[src/rtl/lineout_seq_pkg.sv]
// Package: shared state encoding for the line output power sequencer.
// Assumes: nothing beyond IEEE 1800-2017 enums.
package lineout_seq_pkg;

    typedef enum logic [2:0] {
        ST_OFF     = 3'd0,
        ST_UP_SAVE = 3'd1,
        ST_UP_WAIT = 3'd2,
        ST_ON      = 3'd3,
        ST_DN_SAVE = 3'd4,
        ST_DN_WAIT = 3'd5
    } seq_state_e;

    // True for the states inside a power transition.
    function automatic logic in_transition(input seq_state_e s);
        return (s != ST_OFF) && (s != ST_ON);
    endfunction

endpackage

[src/rtl/lo_req_hold.sv]
// Module: remembers the most recently requested target power state.
// Assumes: requests are one-cycle pulses. When both arrive together, disable wins.
module lo_req_hold (
    input  logic clk,
    input  logic rst_n,
    input  logic en_req,
    input  logic dis_req,
    output logic want_on
);

    // Update the target from the latest request, with disable taking priority.
    always_ff @(posedge clk) begin
        if (!rst_n) begin
            want_on <= 1'b0;
        end else if (dis_req) begin
            want_on <= 1'b0;
        end else if (en_req) begin
            want_on <= 1'b1;
        end
    end

endmodule

[src/rtl/lo_settle_timer.sv]
// Module: down-counter that measures the capacitor settle window.
// Assumes: start is a one-cycle pulse. done is high while the count is zero.
// With LOAD_VAL = N-1, done first appears N-1 cycles after start.
module lo_settle_timer #(
    parameter int unsigned CNT_W    = 8,
    parameter int unsigned LOAD_VAL = 0
) (
    input  logic clk,
    input  logic rst_n,
    input  logic start,
    output logic done
);

    logic [CNT_W-1:0] cnt_q;

    // Load on start, otherwise count down to zero and hold there.
    always_ff @(posedge clk) begin
        if (!rst_n) begin
            cnt_q <= '0;
        end else if (start) begin
            cnt_q <= CNT_W'(LOAD_VAL);
        end else if (cnt_q != '0) begin
            cnt_q <= cnt_q - 1'b1;
        end
    end

    assign done = (cnt_q == '0);

endmodule

[src/rtl/lo_seq_fsm.sv]
// Module: sequencing state machine driving the power-enable and power-save bits.
// Assumes: the settle timer answers done when its window has elapsed.
// Both control bits are registered and change one at a time.
module lo_seq_fsm
    import lineout_seq_pkg::*;
(
    input  logic       clk,
    input  logic       rst_n,
    input  logic       want_on,
    input  logic       tmr_done,
    output logic       tmr_start,
    output logic       pwr_en_q,
    output logic       pwr_save_q,
    output seq_state_e state_q
);

    seq_state_e state_d;
    logic       pwr_en_d;
    logic       pwr_save_d;

    // Next-state and next-bit decision for the bracketing order.
    always_comb begin
        state_d    = state_q;
        pwr_en_d   = pwr_en_q;
        pwr_save_d = pwr_save_q;
        tmr_start  = 1'b0;
        case (state_q)
            ST_OFF: begin
                if (want_on) begin
                    pwr_save_d = 1'b1;
                    state_d    = ST_UP_SAVE;
                end
            end
            ST_UP_SAVE: begin
                pwr_en_d  = 1'b1;
                tmr_start = 1'b1;
                state_d   = ST_UP_WAIT;
            end
            ST_UP_WAIT: begin
                if (tmr_done) begin
                    pwr_save_d = 1'b0;
                    state_d    = ST_ON;
                end
            end
            ST_ON: begin
                if (!want_on) begin
                    pwr_save_d = 1'b1;
                    state_d    = ST_DN_SAVE;
                end
            end
            ST_DN_SAVE: begin
                pwr_en_d  = 1'b0;
                tmr_start = 1'b1;
                state_d   = ST_DN_WAIT;
            end
            ST_DN_WAIT: begin
                if (tmr_done) begin
                    pwr_save_d = 1'b0;
                    state_d    = ST_OFF;
                end
            end
            default: begin
                pwr_en_d   = 1'b0;
                pwr_save_d = 1'b0;
                state_d    = ST_OFF;
            end
        endcase
    end

    // Register the state and both control bits.
    always_ff @(posedge clk) begin
        if (!rst_n) begin
            state_q    <= ST_OFF;
            pwr_en_q   <= 1'b0;
            pwr_save_q <= 1'b0;
        end else begin
            state_q    <= state_d;
            pwr_en_q   <= pwr_en_d;
            pwr_save_q <= pwr_save_d;
        end
    end

endmodule

[src/rtl/lineout_pwr_seq.sv]
// Module: top of the line output power sequencer.
// Takes on/off request pulses, brackets every power-enable change with
// power-save, and waits SETTLE_CYCLES before releasing power-save.
// Assumes: CLK_HZ and SETTLE_MS give at least one settle cycle.
module lineout_pwr_seq
    import lineout_seq_pkg::*;
#(
    parameter int unsigned CLK_HZ    = 48_000_000,
    parameter int unsigned SETTLE_MS = 300
) (
    input  logic clk,
    input  logic rst_n,
    input  logic en_req,
    input  logic dis_req,
    output logic pwr_en_o,
    output logic pwr_save_o,
    output logic busy_o,
    output logic on_o,
    output logic off_o
);

    localparam int unsigned SETTLE_CYCLES = (CLK_HZ / 1000) * SETTLE_MS;
    localparam int unsigned CNT_W         = $clog2(SETTLE_CYCLES + 1);
    localparam int unsigned LOAD_VAL      = SETTLE_CYCLES - 1;

    logic       want_on;
    logic       tmr_start;
    logic       tmr_done;
    seq_state_e state_q;

    lo_req_hold u_req (
        .clk     (clk),
        .rst_n   (rst_n),
        .en_req  (en_req),
        .dis_req (dis_req),
        .want_on (want_on)
    );

    lo_settle_timer #(
        .CNT_W    (CNT_W),
        .LOAD_VAL (LOAD_VAL)
    ) u_tmr (
        .clk   (clk),
        .rst_n (rst_n),
        .start (tmr_start),
        .done  (tmr_done)
    );

    lo_seq_fsm u_fsm (
        .clk        (clk),
        .rst_n      (rst_n),
        .want_on    (want_on),
        .tmr_done   (tmr_done),
        .tmr_start  (tmr_start),
        .pwr_en_q   (pwr_en_o),
        .pwr_save_q (pwr_save_o),
        .state_q    (state_q)
    );

    // Status decoded from the sequencer state.
    assign busy_o = in_transition(state_q);
    assign on_o   = (state_q == ST_ON);
    assign off_o  = (state_q == ST_OFF);

endmodule

[config.mk]
export PLATFORM = sky130hd
export DESIGN_NAME = lineout_pwr_seq
export DESIGN_NICKNAME = d
export VERILOG_FILES = /design/src/rtl/lineout_seq_pkg.sv /design/src/rtl/lo_req_hold.sv /design/src/rtl/lo_settle_timer.sv /design/src/rtl/lo_seq_fsm.sv /design/src/rtl/lineout_pwr_seq.sv
export SDC_FILE = /design/constraint.sdc
export NUM_CORES = 1
export LEC_CHECK = 0
export ABC_AREA = 1
export BUFFER_PORTS_ARGS = -buffer_cell sky130_fd_sc_hd__buf_2
export CORE_ASPECT_RATIO = 1.2
export CORE_MARGIN = 10
export CORE_UTILIZATION = 34
export DETAILED_ROUTE_END_ITERATION = 16
export PLACE_DENSITY = 0.56
export SLEW_MARGIN = 40
export SYNTH_ARGS = -nofsm -noshare
export SYNTH_HDL_FRONTEND = slang
export SYNTH_SLANG_ARGS = --single-unit
[constraint.sdc]
create_clock -name clk -period 1.8 [get_ports clk]
set_input_delay 0.09 -clock clk [delete_from_list [all_inputs] [get_ports clk]]
set_output_delay 0.09 -clock clk [all_outputs]
set_load 0.01 [all_outputs]
== Word level (Yosys, flattened, before mapping) ==
Index checks and enable logic that the tools add are counted.
Widths: inputs -> output; s select.

* Bits in registers: 30
* Input bits: 4
* Output and inout port bits: 5

* Add/subtract/negate cells: 1
* Equal/unequal tests: 11
* Muxes and demuxes: 13
* Bitwise logic cells: 2
* Reductions and logical operators: 13

{| class="wikitable"
|+ Operator list
! kind !! count
|-
| $mux 24 || 2
|-
| $logic_not 24->1 || 1
|-
| $reduce_bool 24->1 || 1
|-
| $sub 24x1->24 const B || 1
|-
| $pmux 3 s6 || 1
|-
| $mux 3 || 4
|-
| $reduce_and 4->1 || 2
|-
| $reduce_or 2->1 || 4
|-
| $eq 3x2->1 const B || 2
|-
| $eq 3x3->1 const B || 2
|-
| $ne 2x2->1 const B || 3
|-
| $mux 1 || 4
|-
| $ne 2x1->1 const B || 2
|-
| $pmux 1 s4 || 1
|-
| $reduce_or 4->1 || 1
|-
| $eq 3x1->1 const B || 1
|-
| $logic_not 3->1 || 1
|-
| $ne 3x2->1 const B || 1
|-
| $reduce_bool 3->1 || 1
|-
| $not 1->1 || 2
|-
| $pmux 1 s2 || 1
|-
| $reduce_bool 2->1 || 1
|-
| $logic_and 1x1->1 || 1
|}

== Logic depth before layout (Yosys ltp) ==
* Depth in word-level cells: 4
* Gate-level depth with buffers: 10

== Hierarchy ==
Synthesis repeated with hierarchy kept, for this count alone.

* Cell total of the unflattened synthesis: 294
* Area, all modules: 1999.4 um^2

{| class="wikitable"
|+ Modules (own cells, without submodules)
! module !! instances !! cells an instance !! area an instance (um^2) !! sequential area each (um^2)
|-
| lo_settle_timer || 1 || 229 || 1609.0 || 480.5
|-
| lo_seq_fsm || 1 || 52 || 324.1 || 100.1
|-
| lo_req_hold || 1 || 5 || 35.0 || 20.0
|-
| lineout_pwr_seq || 1 || 8 || 31.3 || 0.0
|}

== Worst setup path before layout ==
No wires, ideal clock.

* Kind: reg-to-reg
* Start point: reg u_tmr.cnt_q[0]
* End point: reg u_tmr.cnt_q[4]
* Arrival: 1243 ps
* Required time: 1668 ps
* Path slack: 425 ps
* Stages on the path, launching flop included: 8
* Path buffers: 0
* Cell sequence: dfxtp_1 -> inv_1 -> ha_1 -> nand2_1 -> inv_1 -> or2_2 -> nand3_1 -> a21oi_1

* Longest elaborated chain between the ends: 3

{| class="wikitable"
|+ RTL lines
! what !! RTL line !! RTL
|-
| start: declaration || lo_settle_timer.sv:14 || <nowiki>logic [CNT_W-1:0] cnt_q;</nowiki>
|-
| start signal: assignment || lo_settle_timer.sv:21 || <nowiki>cnt_q <= CNT_W'(LOAD_VAL);</nowiki>
|-
| start signal: assignment || lo_settle_timer.sv:23 || <nowiki>cnt_q <= cnt_q - 1'b1;</nowiki>
|-
| $sub 24x1->24 || lo_settle_timer.sv:23 ||
|-
| $mux 24 || lo_settle_timer.sv:22 || <nowiki>end else if (cnt_q != '0) begin</nowiki>
|-
| $mux 24 || lo_settle_timer.sv:20 || <nowiki>end else if (start) begin</nowiki>
|}

Parallel ways exist; a longest one is shown, timed or not. The select of a mux whose other input is x is not followed.
A chain may end at the register's enable or synchronous reset.

== Worst setup path after layout ==
* Start point: reg u_tmr.cnt_q[21]
* End point: reg u_fsm.state_q[0]

* Longest elaborated chain between the ends: 3

{| class="wikitable"
|+ RTL lines
! what !! RTL line !! RTL
|-
| $logic_not 24->1 * || lo_settle_timer.sv:27 || <nowiki>assign done = (cnt_q == '0);</nowiki>
|-
| $ne 2x2->1 (no line) || -- ||
|-
| $reduce_and 4->1 (no line) * || -- ||
|-
| end signal: assignment || lo_seq_fsm.sv:77 || <nowiki>state_q <= state_d;</nowiki>
|-
| end: declaration || lo_seq_fsm.sv:14 || <nowiki>output seq_state_e state_q</nowiki>
|}

Every way passes the cells marked *; elsewhere a longest branch is shown, timed or not.

==> flow_metrics.tcl <==
set metrics [dict create \
    routed_wl_mm 4.25 \
    synthToLayoutAreaGrowth_pct 12.3 \
    grt_pass1_vias 1683 \
    slew_headroom_pct 80.2 \
    maxCapViolations 0 \
    antenna_found_initial 0 \
    synth_top_family_by_area "simple AND/OR/NAND/NOR gates" \
    wire_per_inst_um 12.5 \
    skew_ns 0.00324 \
    post-place-ws_ns 0.300 \
    synthDistinctLibCells 31 \
    die_h_um 99.7 \
    synthTopCellsByArea "dfxtp_1 (33%), nand2_1 (10%), nand3_1 (9.4%), nor2_1 (7.9%), a21oi_1 (6.4%)" \
    synth.most_common_cell "nand2_1" \
    grt_pass1_wl_mm 7.65 \
    switchingPower_mw 1.81 \
    synth_flop_cell "dfxtp_1" \
    syn_avg_cell_area_um2 6.77 \
    synth_edf_count 0 \
    num-fill-cells 554 \
    critPathLaunch "u_tmr.cnt_q[21]" \
    layout_worst_path_cycle_share_pct 83.6 \
    setup_tns_ns 0 \
    clockBufferDepth 2 \
    fin_crit_ns 1.50 \
    crit_path_start_kind "flop" \
    hold_violations 0 \
    grt_max_degree 21 \
    hp-class "in -> reg" \
    p_int_mw 1.97 \
    antennaDiodeCount 0 \
    cts_tree "yes" \
    overflow 0 \
    min-delay-start "en_req" \
    rows 28 \
    synth_compound_area_share_pct 11.3 \
    end_kind "flop" \
    yosysTopAreaCell "dfxtp_1" \
    path_cells "nor2_2 > nand2_1 > nor2_2 > nand3_4 > nand2_2 > nand2_2 > o21ai_0 > nor2_1" \
    ios 9 \
    cts_buffers 5 \
    slew_violations 0 \
    initial_core_util_pct 35.7 \
    drtIter0Drc 64 \
    clkTransAtPathRegs_ns 0.06 \
    die_w_um 86.5 \
    htree_levels 2 \
    worst_ep_arrival_time_ns 1.69 \
    r2r_start "u_tmr.cnt_q[21]" \
    fin_ws_ns 0.296 \
    critPathBufInv 0 \
    ys_seq_area_share_pct 33.3 \
    num_vias 1702 \
    syn-cell-area_um2 1800 \
    ys_warn_count 0 \
    finalInstanceArea_um2 2020 \
    crit_required_ns 1.98 \
    synthArstFlopShare_pct 0 \
    peakVddDrop_mv 0.694 \
    p_comb_share_pct 55.4 \
    setup_viol_count_final 0 \
    crit_slowest_cell "dfxtp_1" \
    layout.nets 287 \
    cpPeakStageDelay_ns 0.32 \
    synth_cells 266 \
    timing.fmax_mhz 665 \
    synthTopCellsByCount "nand2_1 (48), nor2_1 (38), nand3_1 (34)" \
    via_per_inst 5.01 \
    crit_family "simple AND/OR/NAND/NOR gates" \
    insertion_delay_ns 0.29 \
    pwr-share-seq_pct 30.5 \
    drc 0 \
    drive_gt1_share_pct 20.4 \
    synthMuxAreaShare_pct 0 \
    die_area_um2 8620 \
    power.leakage_nw 0.906 \
    ant_nets 0 \
    grtUsageTotal_pct 10.9 \
    p_sw_share_pct 47.9 \
    cp_max_fo 14 \
    synthAdderAreaFrac_pct 1.39 \
    synthSimpleGateAreaFrac_pct 45.3 \
    dr.pass1.iters 4 \
    grt_setup_unrepaired "false" \
    yosys.area_share.xor_xnor_pct 1.46 \
    dpl.hpwl_mm 3.33 \
    power.density_nw_per_um2 1870 \
    coreArea_um2 5040 \
    pwr-share-clk_pct 14.2 \
    path_class "reg -> reg" \
    port_buffers 8 \
    yosysTopAreaCellShare_pct 33.3 \
    cts_sinks 30 \
    worst_pin_slew_ns 0.296 \
    root_buffer "clkbuf_8" \
    place_area_um2 1930 \
    syn_nets 272 \
    cts_setup_buffers 0 \
    status "completed" \
    gp_congestion 0.853 \
    ys_seq_elements 30 \
]
worst register-to-register path: stages (launching register included):
cell,delay [ns]
dfxtp_1,0.32
nor2_2,0.24
nand2_1,0.10
nor2_2,0.13
nand3_4,0.19
nand2_2,0.13
nand2_2,0.08
o21ai_0,0.15
nor2_1,0.06
metal layers:
layer  global-route usage [%]  wire [µm]
met1                     13.0       1960
met2                     17.9       2070
met3                     2.20        140
met4                     5.37         75
met5                        0          0
final cells by class:
cell class | count | area, µm² | area share, %
inverters | 25 | 95.1 | 4.70
clock buffers | 6 | 82.6 | 4.08
repair buffers | 14 | 100 | 4.95
flip-flops and latches | 30 | 601 | 29.7
well taps | 60 | 75.1 | 3.71
multi-input cells | 205 | 1070 | 52.9
cell usage in the layout (no fill, tap or decap), types with 4 or more instances in the layout:
master	instances
nand2_1	48
nor2_1	38
nand3_1	34
dfxtp_1	30
inv_1	23
a21oi_1	23
nor2_2	14
nand4_1	8
buf_2	8
or2_2	6
clkbuf_8	6
nand2_2	5
o21ai_0	5
buf_4	4
final timing paths:
kind	endpoint	slack [ns]	cells past startpoint
min	u_req.want_on	0.07	3
min reg2reg	u_fsm.pwr_en_q	0.46	2
max	u_fsm.state_q[0]	0.30	8
max reg2reg	u_fsm.state_q[0]	0.30	8
state kept, by name, indices dropped and copies added (netlist names):
register	count
u_fsm.state_q	3
u_tmr.cnt_q	24
u_req.want_on	1
u_fsm.pwr_save_q	1
u_fsm.pwr_en_q	1
timing repair:
item | in CTS | in global routing
hold endpoints to repair | 1 | 0
hold buffers | 1 | 0
resized for setup | 0 | 0
stage by stage:
stage          hold WS, ns  total power [mW]  instances  util (%)
5_1_grt             0.0652              4.20        340      40.1
6_report            0.0696              3.79        340      40.1
4_1_cts             0.0595              3.83        340      40.1
3_3_place_gp         0.255              3.28        333      38.3
2_1_floorplan        0.169              2.77        266         -
3_5_place_dp         0.263              3.27        333      38.3
cell families (layout without fill, tap and decap cells):
family	count (synthesis)	after routing
compound gates	36	36
xor+xnor	3	3
fa+ha+maj	2	2
buf+inv	31	45
flops	30	30
simple gates	164	164
power groups by stage:
stage	sequential, mW	combinational (mW)	clock (mW)
floorplan	1.11	1.67	0
global placement	1.17	2.10	0
detailed placement	1.17	2.11	0
CTS	1.15	2.12	0.555
global route	1.20	2.43	0.575
finish	1.15	2.10	0.536
Note: power is estimated with default switching activity, not from simulation.
